## src/rtl/scl_sync_pkg.sv

```systemverilog
package scl_sync_pkg;

    // Phase of the clock generator
    typedef enum logic [1:0] {
        PH_IDLE   = 2'd0,
        PH_LOW    = 2'd1,
        PH_WAITHI = 2'd2,
        PH_HIGH   = 2'd3
    } scl_phase_e;

endpackage

```

## src/rtl/scl_sync_meta.sv

```systemverilog
module scl_sync_meta #(
    parameter int unsigned STAGES = 2
) (
    input  logic clk,
    input  logic rst_n,
    input  logic async_in,
    output logic lvl,
    output logic rise
);

    typedef struct packed {
        logic [STAGES-1:0] chain;
        logic              prev;
    } meta_t;

    meta_t m_d, m_q;

    generate
        if (STAGES == 1) begin : g_single
            always_comb begin
                m_d.chain = async_in;
                m_d.prev  = m_q.chain[0];
            end
        end else begin : g_multi
            always_comb begin
                m_d.chain = {m_q.chain[STAGES-2:0], async_in};
                m_d.prev  = m_q.chain[STAGES-1];
            end
        end
    endgenerate

    // Released line reads high, so the chain resets to ones
    always_ff @(posedge clk or negedge rst_n) begin
        if (!rst_n) begin
            m_q.chain <= '1;
            m_q.prev  <= 1'b1;
        end else begin
            m_q <= m_d;
        end
    end

    assign lvl  = m_q.chain[STAGES-1];
    assign rise = m_q.chain[STAGES-1] & ~m_q.prev;

endmodule

```

## src/rtl/scl_sync_fsm.sv

```systemverilog
module scl_sync_fsm
    import scl_sync_pkg::*;
#(
    parameter int unsigned CW = 8
) (
    input  logic          clk,
    input  logic          rst_n,
    input  logic          enable,
    input  logic [CW-1:0] low_cycles,
    input  logic [CW-1:0] high_cycles,
    input  logic          bus_lvl,
    input  logic          bus_rise,
    output logic          pull,
    output logic          strobe
);

    localparam int unsigned EW = CW + 1;

    typedef struct packed {
        scl_phase_e    phase;
        logic [CW-1:0] cnt;
        logic          strobe;
    } fsm_t;

    fsm_t s_d, s_q;

    logic [EW-1:0] low_lim, high_lim, cnt_inc;
    logic          low_done, high_done;

    // A programmed zero behaves as one cycle
    always_comb begin
        low_lim   = (low_cycles  == '0) ? EW'(1) : {1'b0, low_cycles};
        high_lim  = (high_cycles == '0) ? EW'(1) : {1'b0, high_cycles};
        cnt_inc   = {1'b0, s_q.cnt} + EW'(1);
        low_done  = (cnt_inc >= low_lim);
        high_done = (cnt_inc >= high_lim);
    end

    always_comb begin
        s_d        = s_q;
        s_d.strobe = 1'b0;
        if (!enable) begin
            s_d.phase = PH_IDLE;
            s_d.cnt   = '0;
        end else begin
            unique case (s_q.phase)
                PH_IDLE: begin
                    s_d.phase = PH_LOW;
                    s_d.cnt   = '0;
                end
                PH_LOW: begin
                    if (low_done) begin
                        s_d.phase = PH_WAITHI;
                        s_d.cnt   = '0;
                    end else begin
                        s_d.cnt = cnt_inc[CW-1:0];
                    end
                end
                PH_WAITHI: begin
                    if (bus_rise) begin
                        s_d.phase  = PH_HIGH;
                        s_d.cnt    = '0;
                        s_d.strobe = 1'b1;
                    end
                end
                PH_HIGH: begin
                    if (!bus_lvl || high_done) begin
                        s_d.phase = PH_LOW;
                        s_d.cnt   = '0;
                    end else begin
                        s_d.cnt = cnt_inc[CW-1:0];
                    end
                end
                default: begin
                    s_d.phase = PH_IDLE;
                    s_d.cnt   = '0;
                end
            endcase
        end
    end

    always_ff @(posedge clk or negedge rst_n) begin
        if (!rst_n) begin
            s_q.phase  <= PH_IDLE;
            s_q.cnt    <= '0;
            s_q.strobe <= 1'b0;
        end else begin
            s_q <= s_d;
        end
    end

    assign pull   = (s_q.phase == PH_LOW);
    assign strobe = s_q.strobe;

endmodule

```

## src/rtl/scl_sync_master.sv

```systemverilog
module scl_sync_master #(
    parameter int unsigned CW          = 8,
    parameter int unsigned SYNC_STAGES = 2
) (
    input  logic          clk,
    input  logic          rst_n,
    input  logic          enable,
    input  logic [CW-1:0] low_cycles,
    input  logic [CW-1:0] high_cycles,
    input  logic          scl_line,
    output logic          scl_pull,
    output logic          bit_strobe
);

    logic line_lvl;
    logic line_rise;

    scl_sync_meta #(
        .STAGES(SYNC_STAGES)
    ) u_meta (
        .clk     (clk),
        .rst_n   (rst_n),
        .async_in(scl_line),
        .lvl     (line_lvl),
        .rise    (line_rise)
    );

    scl_sync_fsm #(
        .CW(CW)
    ) u_fsm (
        .clk        (clk),
        .rst_n      (rst_n),
        .enable     (enable),
        .low_cycles (low_cycles),
        .high_cycles(high_cycles),
        .bus_lvl    (line_lvl),
        .bus_rise   (line_rise),
        .pull       (scl_pull),
        .strobe     (bit_strobe)
    );

endmodule

```

## config.mk

```make
export PLATFORM = sky130hd
export DESIGN_NAME = scl_sync_master
export DESIGN_NICKNAME = d
export VERILOG_FILES = /design/src/rtl/scl_sync_pkg.sv /design/src/rtl/scl_sync_meta.sv /design/src/rtl/scl_sync_fsm.sv /design/src/rtl/scl_sync_master.sv
export SDC_FILE = /design/constraint.sdc
export NUM_CORES = 1
export LEC_CHECK = 0
export CORE_MARGIN = 2
export CORE_UTILIZATION = 60
export CTS_CLUSTER_SIZE = 40
export DETAILED_ROUTE_END_ITERATION = 8
export DONT_BUFFER_PORTS = 1
export GPL_ROUTABILITY_DRIVEN = 0
export PLACE_DENSITY_LB_ADDON = 0.2
export SETUP_SLACK_MARGIN = 0.02
export SYNTH_ARGS = -nofsm -noshare
export SYNTH_HDL_FRONTEND = slang
export SYNTH_SLANG_ARGS = --single-unit
```

## constraint.sdc

```tcl
create_clock -name clk -period 4.69 [get_ports clk]
set_input_delay 0.469 -clock clk [delete_from_list [all_inputs] [get_ports clk]]
set_output_delay 0.469 -clock clk [all_outputs]
set_load 0.05 [all_outputs]
```

After elaboration in Yosys (flattened, before gate mapping)
Index checks and enable logic that the tools add are counted.
Operators by class
  $add $sub $neg: 1
  order comparisons: 2
  eq/ne operators: 6
  multiplexer cells: 11
  bitwise gates (word level): 2
  reduce and logical (&&, ||, !) cells: 6
Operators with widths (count)
  one-hot mux 10 bit (4 select lines): 1
  two-way mux 8 bit: 4
  >= comparator 9 bit: 2
  logical NOT 8 bit: 2
  two-way mux 11 bit: 1
  two-way mux 10 bit: 1
  adder 8 x 1 -> 9 bit, second input constant: 1
  inequality test 3 x 2 -> 1 bit, second input constant: 2
  equality test 2 bit, second input constant: 2
  two-way mux 2 bit: 2
  inequality test 3 bit, second input constant: 1
  AND reduction 3 bit: 1
  equality test 2 x 1 -> 1 bit, second input constant: 1
  logical NOT 2 bit: 1
  two-way mux 1 bit: 2
  AND 1 bit: 1
  logical NOT 1 bit: 1
  logical OR 1 bit: 1
  inverter 1 bit: 1
Word-level totals
  register bits: 14
  output and inout bits: 2
  word-level logic and storage cells: 33

Depth between registers and ports, before layout
Gate-level depths: netlist of run 1.
  depth after elaboration: 7
  mapped depth: 12

Hierarchy
Synthesis of run 1 repeated with hierarchy kept, for this count alone.
Second synthesis, totals
  cell total of the unflattened synthesis: 127
  area, all modules: 1176.1 µm²
Modules (own cells, without submodules)
  scl_sync_fsm: instances 1, cells an instance 123, area each 1083.5 µm², seq. area each 275.3 µm²
  scl_sync_meta: instances 1, cells an instance 4, area each 92.6 µm², seq. area each 78.8 µm²

Worst setup path before layout of run 1
No wires, ideal clock.
  kind: register to register
  start: register u_fsm.s_q[1] in the netlist's numbering
  end: register u_fsm.s_q[5] in the netlist's numbering
  library setup time: 0.080 ns
  arrival: 2.555 ns
  slack: 2.055 ns
  cell stages (with the launch flop): 13
  clock period less this slack: 2.635 ns
  cells stage by stage: dfrtp_1 ha_1 nand3_4 nor2_1 xnor2_1 inv_1 ha_1 a211oi_2 nand2_1 a211o_1 a41oi_4 o21bai_4 o211ai_2
Between the ends
  word-level cells in the longest chain between the ends: 6
Ends and longest elaborated chain
  start, declared: line scl_sync_fsm.sv:25  | fsm_t s_d, s_q;
  adder 8 x 1 -> 9 bit *: line scl_sync_fsm.sv:34  | cnt_inc = {1'b0, s_q.cnt} + EW'(1);
  >= comparator 9 bit: line scl_sync_fsm.sv:36  | high_done = (cnt_inc >= high_lim);
  logical OR 1 bit: line scl_sync_fsm.sv:67  | if (!bus_lvl || high_done) begin
  two-way mux 8 bit: line scl_sync_fsm.sv:67
  one-hot mux 10 bit (4 select lines) *: line scl_sync_fsm.sv:46  | unique case (s_q.phase)
  two-way mux 10 bit *: line scl_sync_fsm.sv:42  | if (!enable) begin
Every way passes the cells marked *; elsewhere a longest branch is shown, timed or not.
A chain may end at the register's enable or synchronous reset.

Final worst setup path of run 1
  start: register u_fsm.s_q[1] in the netlist's numbering
  end: register u_fsm.s_q[3] in the netlist's numbering
The elaborated chain is that of the path after synthesis.

==> results of run 1 <==
## routing by layer
| metal | track usage [%] | up-vias | routed length, µm |
|---|---|---|---|
| met5 | 0 | - | 0 |
| met4 | 4.29 | 0 | 10 |
| met3 | 6.75 | 2 | 85 |
| met2 | 36.5 | 14 | 1050 |
| met1 | 25.9 | 407 | 1010 |
| li1 | - | 456 | - |
## state kept, by name, indices dropped and copies added, names as in the netlist
name / flops
u_meta.m_q: 1
u_fsm.strobe: 1
u_meta.m_d: 1
u_fsm.s_q: 10
u_meta.lvl: 1
## power groups by stage
stage	Combinational, mW	Clock [mW]	Sequential, mW
6_report	0.0727	0.0833	0.135
5_1_grt	0.0826	0.0933	0.137
4_1_cts	0.0725	0.0866	0.135
3_5_place_dp	0.0698	0	0.138
3_3_place_gp	0.0672	0	0.137
2_1_floorplan	0.0595	0	0.136
## through the flow
step | instances | hold WS, ns
2_1_floorplan | 130 | 0.173
3_3_place_gp | 155 | 0.174
3_5_place_dp | 155 | 0.174
4_1_cts | 160 | 0.0158
5_1_grt | 161 | 0.156
6_report | 161 | 0.181
## timing repair
action | CTS | global route
endpoints found under the setup margin | 0 | 0
hold buffers | 1 | 1
hold endpoints to repair | 11 | 3
## logic make-up after synthesis
kind of cell | after synthesis
and+or+nand+nor | 44
AOI/OAI and AO/OA | 26
buffers and inverters | 23
adders and majority gates | 17
DFF | 14
xor gates and xnor gates | 6
## synth_stat cells
cell type        number  area, µm²
a211o_1               1       8.76
a211oi_1              2       15.0
a211oi_2              1       12.5
a21o_1                1       7.51
a21oi_1               2       10.0
a41o_1                2       20.0
a41oi_4               1       27.5
and3_1                2       12.5
buf_2                 1       5.00
clkdlybuf4s25_2       1       10.0
dfrtp_1              11        275
dfstp_2               3       78.8
ha_1                 17        213
inv_1                21       78.8
nand2_1              17       63.8
nand2b_1              4       25.0
nand3_1               2       10.0
nand3_2               1       10.0
nand3_4               1       17.5
nand4b_2              1       15.0
nor2_1                6       22.5
nor2b_1               2       12.5
nor3_1                2       10.0
nor3_2                1       10.0
nor3_4                2       32.5
nor3b_1               1       7.51
nor4_1                2       12.5
o211ai_1              1       7.51
o211ai_2              2       25.0
o21ai_0               3       15.0
o21ai_1               2       10.0
o21ai_2               6       52.6
o21bai_4              1       18.8
o31a_1                1       8.76
xnor2_1               4       35.0
xor2_1                2       17.5
## area by class of cell
type / count / area, µm²
timing repair buffer: 2 / 20.0
multi-input combinational: 93 / 766
tap: 27 / 33.8
inverter: 21 / 78.8
clock buffer: 4 / 36.3
fill: 176 / 653
sequential: 14 / 354
## worst max path at each step
stage | startpoint | end | slack (ns) | cells past startpoint
after floorplan | u_fsm.s_q[1] | u_fsm.s_q[5] | 2.06 | 12
after global placement | u_fsm.s_q[1] | u_fsm.s_q[3] | 1.82 | 12
after detailed placement | u_fsm.s_q[1] | u_fsm.s_q[3] | 1.75 | 12
after CTS | u_fsm.s_q[1] | u_fsm.s_q[3] | 1.71 | 12
after global routing | u_fsm.s_q[1] | u_fsm.s_q[3] | 1.53 | 12
final | u_fsm.s_q[1] | u_fsm.s_q[3] | 1.74 | 12
## cells in the final DEF (no fill, tap or decap), types with 2 or more instances in the layout
master	instances
a211oi_1	2
a21oi_1	2
a41o_1	2
and3_1	2
clkbuf_4	3
dfrtp_1	11
dfstp_2	3
dlygate4sd3_1	2
ha_1	17
inv_1	21
nand2_1	17
nand2b_1	4
nand3_1	2
nor2_1	6
nor2b_1	2
nor3_1	2
nor3_4	2
nor4_1	2
o211ai_2	2
o21ai_0	3
o21ai_1	2
o21ai_2	6
xnor2_1	4
xor2_1	2
==> results.md, run 1 <==
- Traced cell by cell, the critical path runs through ha_1, nand3_4, nor2_1, xnor2_1, inv_1, ha_1, a211oi_2, nand2_1, a211o_1, a41oi_4, o21bai_4, o211ai_2.
- Headroom to the max-slew limit came out at 67.3%.
- The total area inside the core boundary comes to 1940 µm².
- The pin count of the biggest net entering global routing is 12.
- Summed over all nets, the switching power comes to 0.0887 mW.
- The internal portion of the total power is 0.203 mW.
- Global routing used 21.2% of the available tracks across all layers.
- Across the run, the number of max-cap violations was 0.
- The buffer count from post-CTS setup fixing is 0.
- Overall power consumption after layout is estimated at 0.291 mW.
- The share of the synthesized area in compound gates (AO/OA/AOI/OAI) is 19.7%.
- The cell area after placement is 1230 µm².
- The critical path's most frequent cell is ha_1.
- The post-detailed-route via-to-cell ratio is 5.46.
- Per report_power, the clock group accounts for 28.6% of the total.
- The initial antenna violation count is 0.
- The total negative slack for setup checks is 0 ns.
- STA puts the critical path data required time at 4.89 ns.
- The pin slew with the least headroom to its limit is 0.490 ns.
- The worst setup path is launched from a register.
- The final-report setup violation count is 0.
- In this design, the largest share of critical-path delay is due to compound AO/OA/AOI/OAI gates.
- Synthesis inferred 14 register bits.
- Once detailed placement completed, the half-perimeter wirelength came to 1870 µm.
- Averaged over all synthesized cells, the footprint is 9.34 µm².
- The number of cells on the worst reg-to-reg path is 12.
- Of the synthesized area, sequential elements account for 29.2%.
- The count of endpoints failing hold in the final timing report is 0.
- The number of antenna diodes in the final layout is 0.
- Of the total synthesized cell area, the portion taken by XOR and XNOR cells is 4.33%.
- The max-slew violation count came to 0.
- Clock-pin slew was measured on the worst setup and hold paths at 0.08 ns.
- The violation count after the first detailed-route iteration is 20.
- The worst hold path passes through 0 cells.
- The count of buffers added on input and output ports is 0.
- For this run, design rule violations remaining after detail routing come to 0.
- The element type at the critical path end is a register.
- The global-route wire length before repair is 3960 µm.
- Clock latency on the worst-skew pair, taken at its later pin, is 0.28 ns.
- The worst register-to-register path ends at u_fsm.s_q[3].
- In this run switching power makes up 30.4% of total power.
- The class of the tightest hold or removal check is in -> reg.
- The number of global-route vias before repair is 902.
- The gate count after technology mapping is 130.
- Derived from the worst setup path, the maximum achievable clock frequency is 339 MHz.
- The clock tree from TritonCTS is done.
- The worst-case register-to-register setup slack is 1.74 ns.
- Detailed routing inserted a total of 879 vias.
- The fraction of final layout cells sized beyond drive strength 1 is 17.9%.
- In this run the count of I/O pins placed on the die edge is 22.
- Cells fill 66.4% of the core in the end.
- The share of total power dissipated in combinational logic is 24.9%.
- The flow ran to the end, and the final reports show no timing, DRC or antenna violations.
- The post-cts repair resize count is 0.
- After detailed routing, the average wire length per cell comes to 13.4 µm.
- After Yosys synthesis, full adders, half adders and majority gates account for 17.5% of the synthesized area.
- The root buffer cell is clkbuf_4.
- After synthesis, the largest family of logic cells by area is simple AND/OR/NAND/NOR gates.
- The post-route antenna net violation count is 0.
- The relative contribution of sequential cells to total power is 46.4%.
- The post-layout worst setup margin is 1.74 ns.
- The floorplan die width is 49.0 µm.
- The chip height is 49.0 µm.
- The analysis attributes to cell leakage a power of 0.683 nW.
- For this design, the sink count on the clock tree is 14.
- The slowest library cell on the worst path is dfrtp_1.
- In this run, distinct cell masters in the synthesized netlist total 36.
- With fillers left out, the area of the finished cells amounts to 1290 µm².
- Prior to clock tree synthesis, the placed netlist has a worst setup slack of 1.75 ns.
- Of the available clock period, the critical path in the final layout requires 62.9%.
- In this run the core area contains 16 standard-cell rows.
- The mapped cell area is 1210 µm².
- The final clock skew is 0.000883 ns.
- The largest stage delay on the critical path is 0.45 ns.
- The post-route minimum period is 2.95 ns.
- In this run the deepest clock path goes through 2 buffers.
- The total overflow left after global routing is 0.
- The total of warnings raised by yosys is 0.
- The worst hold path begins at scl_line.
- The launching point of the worst reg2reg path is u_fsm.s_q[1].
- For this design the ratio of total power to cell area is 226 nW/µm².
- Across the VDD grid, the largest voltage drop is 0.000242 V.
- The routed wire length is 2150 µm.
- The die covers 2400 µm².
- The number of buffers and inverters on the critical path is 1.
- In this run, CTS created clock tree buffers numbering 3.
- In this run the number of H-tree levels came out at 1.
- The net count of the finished layout is 172.
- Before antenna repair, the detailed router went through 4 iterations.
- Setup repair after global routing left no endpoint under its margin.
- Of all nets on the critical path, the largest fanout is 8.
- The worst setup path category is reg -> reg.
- The path with the worst hold slack has its endpoint at u_meta.m_d[2].
- Once the floorplan was initialized, standard cells occupied 62.5% of the core.
- The number of nets in the synthesized netlist is 167.
- The area growth from synthesis to final layout is 6.19%.
- The post-synthesis simple-gate area fraction is 21.5%.
- The data arrival time of the critical path is 3.15 ns.
- The mux share of post-synthesis cell area is 0%.
Power figures use the tool's default switching activity.
==> run 2: changes to the inputs <==
--- a/config.mk
+++ b/config.mk
@@ -5,8 +5,9 @@
 export SDC_FILE = /design/constraint.sdc
 export NUM_CORES = 1
 export LEC_CHECK = 0
+export ABC_AREA = 1
 export CORE_MARGIN = 2
-export CORE_UTILIZATION = 60
+export CORE_UTILIZATION = 56
 export CTS_CLUSTER_SIZE = 40
 export DETAILED_ROUTE_END_ITERATION = 8
 export DONT_BUFFER_PORTS = 1
==> constraint.sdc (replaced) <==
create_clock -name clk -period 2.4 [get_ports clk]
set_input_delay 0.24 -clock clk [delete_from_list [all_inputs] [get_ports clk]]
set_output_delay 0.24 -clock clk [all_outputs]
set_load 0.05 [all_outputs]
==> run 2 against run 1 <==
  * Total power rose to 2.8 times the previous value
  * Sequential power grew 120%
  * Register-to-register slack worse by 1.5 ns
  * First-iteration DRC count shrank 10%
  * Setup slack worse by 1.5 ns
  * Routed wire length rose by 18%
  * Critical endpoint is now u_fsm.s_q[6]
  * Largest power group is now combinational cells
==> results.md, run 2 <==
- The flow ran to the end, and the final reports show no timing, DRC or antenna violations.
- In the final routed layout, each cell accounts on average for 12.2 µm.
- The number of nets in the synthesized netlist is 206.
- Of all nets on the critical path, the largest fanout is 6.
- The critical path launch point type is a register.
- Including well taps, the total number of placed cells is 198.
- The pin slew with the least headroom to its limit is 0.619 ns.
- The die is 51.1 µm wide.
- During I/O placement, the number of pins put on the boundary was 22.
- The synthesized netlist devotes 5.85% of its cell area to compound gates.
- dfrtp_1 takes more of the synthesized area than any other cell.
- Averaged over all synthesized cells, the footprint is 7.34 µm².
- The class of the tightest hold or removal check is in -> reg.
- Power spread over the standard cell area amounts to 590 nW/µm².
- The filler-free cell count of the finished design is 207.
- The global routing usage summed across all routing layers is 21.3%.
- The count of nets left with antenna violations once routing finished came out at 0.
- Ranked by flip-flop count, first place goes to u_fsm.s_q.
- The longest clock path from root to sink contains 2 buffers.
- The critical path's most frequent cell is nand2_1.
- Clock-pin slew was measured on the worst setup and hold paths at 0.09 ns.
- The count of endpoints failing hold in the final timing report came to 0.
- In the layout the commonest cells are 53 x nand2_1, 34 x inv_1, 15 x ha_1.
- The post-synthesis simple-gate area fraction is 32.9%.
- The data arrival time of the critical path is 2.43 ns.
- After synthesis, the largest area contributor takes up 22.2% of total cell area.
- Summing all placed instances gives a cell area of 1280 µm².
- The final layout contains routed wiring with a total length of 2530 µm.
- In the routed design, unresolved DRC markers number 0.
- The total of warnings raised by yosys is 0.
- The fraction of the mapped netlist area in adder cells is 17.2%.
- For the worst setup path, the data required time is 2.63 ns.
- In this run, the number of DRC markers left after iteration 0 of detailed routing was 18.
- The largest stage delay on the critical path is 0.40 ns.
- The element type at the critical path end is a register.
- The gate count after technology mapping is 169.
- The initial antenna violation count is 0.
- The chip height is 51.1 µm.
- The max-slew violation count is 0.
- The first-pass detailed-route iteration total is 4.
- The tree built by TritonCTS fans out to 14 sinks.
- Global routing finished with a remaining overflow of 0.
- The number of cells traversed by the worst hold path is 2.
- The post-synthesis sequential element count is 14.
- The number of global-route vias before repair is 1001.
- The max-capacitance violation count is 0.
- The initial utilization of the core area, before any placement, comes to 57.7%.
- The floorplan has 17 rows.
- The power after layout is 0.816 mW.
- After Yosys synthesis, XOR and XNOR cells account for 2.83% of the synthesized area.
- Ranked by total cell area, the synthesized netlist is headed by dfrtp_1 22%, ha_1 17%, nand2_1 16%.
- After synthesis, the most frequently instantiated cells are 54 x nand2_1, 35 x inv_1, 17 x ha_1, 11 x dfrtp_1, 8 x a21oi_1.
- Traced cell by cell, the critical path runs through ha_2, nand2_2, nor2_4, buf_4, nand2_4, xor2_1, ha_1, a21oi_1, nand2_1, nand2_2, nand3_4, nand2_4, nand2_1, nand2_1.
- The area enclosed by the die boundary is 2610 µm².
- The mapped cell area is 1240 µm².
- The pin count of the biggest net entering global routing is 15.
- Relative to the synthesized area, the layout overhead comes to 11.5%.
- The fraction of final layout cells sized beyond drive strength 1 is 19.0%.
- The sequential cell area fraction in the yosys report is 28.6%.
- The net count of the finished layout is 217.
- In this design, the largest share of critical-path delay is due to simple AND/OR/NAND/NOR gates.
- The static leakage is 0.852 nW.
- The number of buffers and inverters on the critical path is 1.
- The first global-routing pass estimated 4170 µm of wire.
- The number of H-tree levels is 1.
- The total of buffers placed on input and output ports is 0.
- The depth of the most critical reg-to-reg path is 14.
- The final route contains 1055 vias.
- The final clock skew is 0.00514 ns.
- The worst path needs 2.20 ns of the cycle, external delays included.
- After detailed routing, the number of vias per cell comes to 5.10.
- The later-pin clock latency in the skew report is 0.28 ns.
- The region available for standard cell placement spans 2150 µm².
- By area, the combinational part of the netlist is dominated by simple AND/OR/NAND/NOR gates.
- The total number of cells along the worst setup path is 14.
- The worst setup path category is reg -> reg.
- The number of distinct library cell variants in the gate-level netlist after synthesis is 25.
- Of all flip-flops after synthesis, the portion carrying an async set or reset was 100%.
- The root buffer cell is clkbuf_4.
- The final worst-path cycle share is 91.6%.
- After legalization and detailed placement, the total HPWL measured 2080 µm.
- Cells fill 64.4% of the core in the end.
- The most common cell in the netlist is nand2_1.
- Summing all non-filler instances in the final layout gives an area of 1380 µm².
- Of the post-synthesis cell area, the part taken by muxes is 0%.
- 0 antenna diodes ended up in the layout.
- The worst voltage drop across the vdd grid is 0.000446 V.
- The leading cell type in the layout, fill and taps excluded is nand2_1.
- For flop-to-flop paths, the worst setup slack is 0.20 ns.
- The number of flops mapped to enable cells by yosys is 0.
- The final-report setup violation count is 0.
- The number of buffers created by CTS is 3.
- In this run the tightest slew margin relative to its limit is 58.6%.
- For this run, the leading register cell type out of synthesis is dfrtp_1.
- The slowest library cell on the worst path is dfrtp_1.
- The flip-flop count of the largest register, all copies and words added is 10.
- The clock tree from TritonCTS is done.
- Derived from the worst setup path, the maximum achievable clock frequency is 455 MHz.
run 2: changes by cell type after synthesis, moves of 3 or more:
| cell | change |
|---|---|
| nand2_1 | +37 |
| inv_1 | +14 |
| a21oi_1 | +6 |
| o21ai_2 | -6 |
| inv_2 | +5 |
| nand2b_1 | -4 |
| o21ai_0 | -3 |
| xnor2_1 | -3 |
run 2: final cells by class:
cell class / count / area (µm²)
Clock buffer: 4 / 36.3
Fill cell: 201 / 766
Inverter: 40 / 150
Multi-Input combinational cell: 114 / 746
Sequential cell: 14 / 354
Tap cell: 28 / 35.0
Timing Repair Buffer: 7 / 61.3
run 2: path summary, 6_finish.rpt:
kind / start / endpoint
max: u_fsm.s_q[2] / u_fsm.s_q[6]
min: enable / u_fsm.s_q[10]
max reg2reg: u_fsm.s_q[2] / u_fsm.s_q[6]
min reg2reg: u_meta.m_d[2] / u_meta.lvl
max in group asynchronous: rst_n / u_fsm.s_q[2]
min in group asynchronous: rst_n / u_fsm.s_q[6]
run 2: report_power, final:
group | switching [mW] | leakage [nW] | internal, mW
Clock | 0.0779 | 0.0210 | 0.0923
Sequential | 0.0292 | 0.182 | 0.266
Combinational | 0.221 | 0.649 | 0.129
Total | 0.328 | 0.852 | 0.487
run 2: what timing repair did:
| item | CTS | global route |
|---|---|---|
| hold buffers | 2 | 0 |
| gates resized for setup | 0 | 5 |
| setup buffers | 0 | 3 |
| endpoints found under the setup margin | 0 | 10 |
| endpoints found under the hold margin | 15 | 0 |
run 2: routing by layer:
layer  GRT usage [%]  share of wire [%]
met3            5.85                3.6
met2            36.6                 49
met1            27.1                 47
met4            2.70               0.28
met5               0                  0
run 2: cells by family after synthesis:
group,Yosys count
and+or+nand+nor,81
buffers and inverters,41
adders and majority gates,17
DFF,14
AOI/OAI and AO/OA,12
xor gates and xnor gates,4
run 2: through the flow:
stage / setup slack, ns / setup TNS (ns) / hold WS (ns)
finish: 0.201 / 0 / 0.149
global placement: 0.236 / 0 / -0.0552
floorplan: 0.328 / 0 / -0.0556
detailed placement: 0.168 / 0 / -0.0552
CTS: 0.141 / 0 / 0.146
global route: -0.00388 / -0.00388 / 0.141
==> run 3: changes to the inputs <==
--- a/config.mk
+++ b/config.mk
@@ -6,8 +6,10 @@
 export NUM_CORES = 1
 export LEC_CHECK = 0
 export ABC_AREA = 1
+export CELL_PAD_IN_SITES_DETAIL_PLACEMENT = 1
+export CELL_PAD_IN_SITES_GLOBAL_PLACEMENT = 1
 export CORE_MARGIN = 2
-export CORE_UTILIZATION = 56
+export CORE_UTILIZATION = 40
 export CTS_CLUSTER_SIZE = 40
 export DETAILED_ROUTE_END_ITERATION = 8
 export DONT_BUFFER_PORTS = 1
==> run 3 against run 2 <==
  * Routed wire length is 24% higher
  * Final area rose by 4.9%
  * Via count up 2.3%
  * Largest power group unchanged
  * Total power increased by 6.8%
  * Cell count up 3.9%
  * Hold slack worse by 0.0031 ns
  * Critical path type unchanged
==> results.md, run 3 (synthesized netlist as in run 2, its figures left out) <==
- The final-report setup violation count is 0.
- After floorplanning, the core was sized to cover 3000 µm².
- For this configuration, the core starts out at a cell density of 41.3%.
- The cell area after placement is 1290 µm².
- 22 I/O pins were placed.
- The met1 capacity usage during global routing is 23.1%.
- For this design the static power due to leakage is 0.866 nW.
- The final layout contains 220 nets.
- The final worst-path cycle share is 93.9%.
- In this run the deepest clock path goes through 2 buffers.
- The finished layout holds 215 standard cells, fillers aside.
- In the layout the commonest cells are 52 x nand2_1, 33 x inv_1, 15 x ha_1.
- More flip-flops sit in one register than any other, and that register is u_fsm.s_q.
- The fraction of power spent switching nets is 40.8%.
- The worst setup path is launched from a register.
- The global-route wire length before repair is 4800 µm.
- Measured along the y axis, the die boundary spans 59.7 µm.
- The routed wire length is 3130 µm.
- After layout, the minimum clock period comes to 2.25 ns.
- The launching point of the worst reg2reg path is u_fsm.s_q[1].
- The max-slew violation count is 0.
- The clock-pin slew on the worst setup and hold paths is 0.10 ns.
- The element type at the critical path end is a register.
- The critical path required time is 2.62 ns.
- Power spread over the standard cell area amounts to 601 nW/µm².
- The fraction of final layout cells sized beyond drive strength 1 is 23.6%.
- The overall overflow remaining after global route is 0.
- The post-layout worst setup margin is 0.147 ns.
- The internal power is 0.516 mW.
- Global routing consumed, on the met2 layer, 32.3% of the routing resources.
- The count of endpoints failing hold in the final timing report is 0.
- The highest clock frequency the design can meet is 444 MHz.
- In this run, flip-flops and latches consume 34.7% of the power.
- The flip-flop count of the largest register, all copies and words added is 10.
- Between clock sinks in the finished design, the worst skew comes to 0.0150 ns.
- The clock network burns 20.1% of the power.
- In this run, the number of DRC markers left after iteration 0 of detailed routing was 26.
- The detail route stage leaves a number of antenna-violating nets equal to 0.
- At the placement stage, the worst setup path has a slack of 0.111 ns.
- After global routing, the most crowded layer is met2.
- Data on the critical path arrives at its endpoint at 2.47 ns.
- The worst setup path category is reg -> reg.
- The max-capacitance violation count is 0.
- In this run the number of H-tree levels came out at 1.
- The highest net fanout along the worst path is 6.
- The worst slew margin relative to its limit is 55.4%.
- The pin slew with the least headroom to its limit is 0.667 ns.
- In this run the register-to-register setup slack is 0.15 ns.
- Leaving out fill and tap cells, the most frequent cell in the layout is nand2_1.
- For this run, the detailed router's first-pass iteration total came to 4.
- The met3 usage is 3.90%.
- The total negative slack for setup checks is 0 ns.
- The class of the tightest hold or removal check is in -> reg.
- Global routing used 18.5% of the available tracks.
- The floorplan die width is 59.7 µm.
- The total of buffers placed on input and output ports is 0.
- Buffers inserted during clock tree synthesis total 3.
- Power comes to 0.871 mW.
- Dividing the detail-routed via count by the number of cells gives 5.02.
- The number of rows in the core area is 20.
- The antenna cell count is 0.
- The post-detailed-route DRC marker count is 0.
- Counting cells, the worst reg-to-reg path comes to 16.
- The combinational group share of total power is 45.2%.
- The number of cells traversed by the worst hold path is 2.
- The end point of the most critical hold path is u_fsm.s_q[10].
- The total via count after detailed routing is 1079.
- Compared with the post-synthesis result, the final layout area differs by 17.0%.
- The worst hold path begins at enable.
- The area enclosed by the die boundary is 3560 µm².
- The wire-length estimate of the detail-placed layout is 2550 µm.
- The average wire length per cell after detail routing is 14.6 µm.
- In this run the critical register-to-register path is captured at u_fsm.s_q[6].
- After detailed placement, the design holds a cell count of 203.
- The root buffer cell is clkbuf_4.
- The worst voltage drop across the vdd grid is 0.000279 V.
- The later-pin clock latency in the skew report is 0.29 ns.
- The worst hold margin is 0.146 ns.
- The number of global-route vias before repair is 1098.
- The run finished with clean final reports.
- Summing all non-filler instances in the final layout gives an area of 1450 µm².
- The utilization of the core after routing is 48.3%.
- The switching power summed over all nets is 0.356 mW.
- The pin count of the biggest net entering global routing is 15.
- The total number of clock tree sinks is 14.
- The initial antenna violation count came to 0.
- TritonCTS built the clock tree.
## run 3: worst max path at each step
stage                      start      endpoint  slack, ns
CTS                 u_fsm.s_q[2]  u_fsm.s_q[6]       0.08
detailed placement  u_fsm.s_q[2]  u_fsm.s_q[4]       0.11
global route        u_fsm.s_q[1]  u_fsm.s_q[6]      -0.02
global placement    u_fsm.s_q[2]  u_fsm.s_q[4]       0.16
floorplan           u_fsm.s_q[1]  u_fsm.s_q[6]       0.33
finish              u_fsm.s_q[1]  u_fsm.s_q[6]       0.15
## run 3: worst max-delay path: stages (launching register included)
cell,delay [ns]
dfrtp_1,0.42
ha_4,0.18
nand2_2,0.07
nor2_4,0.12
buf_4,0.13
nand2_4,0.06
xor2_2,0.17
ha_1,0.33
nand2_1,0.07
inv_1,0.04
nand2_1,0.06
nand2_1,0.06
nand2_1,0.10
nand3_2,0.12
nand2_4,0.12
nand2_1,0.07
nand2_1,0.07
## run 3: final cells by class
type                    instances  area [µm²]
clock buffers                   4        36.3
fillers                       381        1550
multi-input cells             114         783
flip-flops and latches         14         355
well taps                      33        41.3
repair buffers                 10        83.8
inverters                      40         150
## run 3: power by group through the flow
stage | combinational [mW] | sequential, mW | clock (mW)
2_1_floorplan | 0.254 | 0.300 | 0
3_3_place_gp | 0.324 | 0.298 | 0
3_5_place_dp | 0.337 | 0.301 | 0
4_1_cts | 0.346 | 0.296 | 0.181
5_1_grt | 0.442 | 0.306 | 0.187
6_report | 0.394 | 0.302 | 0.176
## run 3: layer usage
metal / vias to the layer above / wire, µm
li1: 546 / -
met1: 517 / 1380
met2: 12 / 1650
met5: - / 0
met4: 0 / 36
met3: 4 / 56
## run 3: what timing repair did
action                                 in CTS  in global routing
setup buffers                               0                  6
gates resized for setup                     0                 13
setup endpoints to repair                   0                 10
endpoints found under the hold margin      15                  0
hold buffers                                2                  0
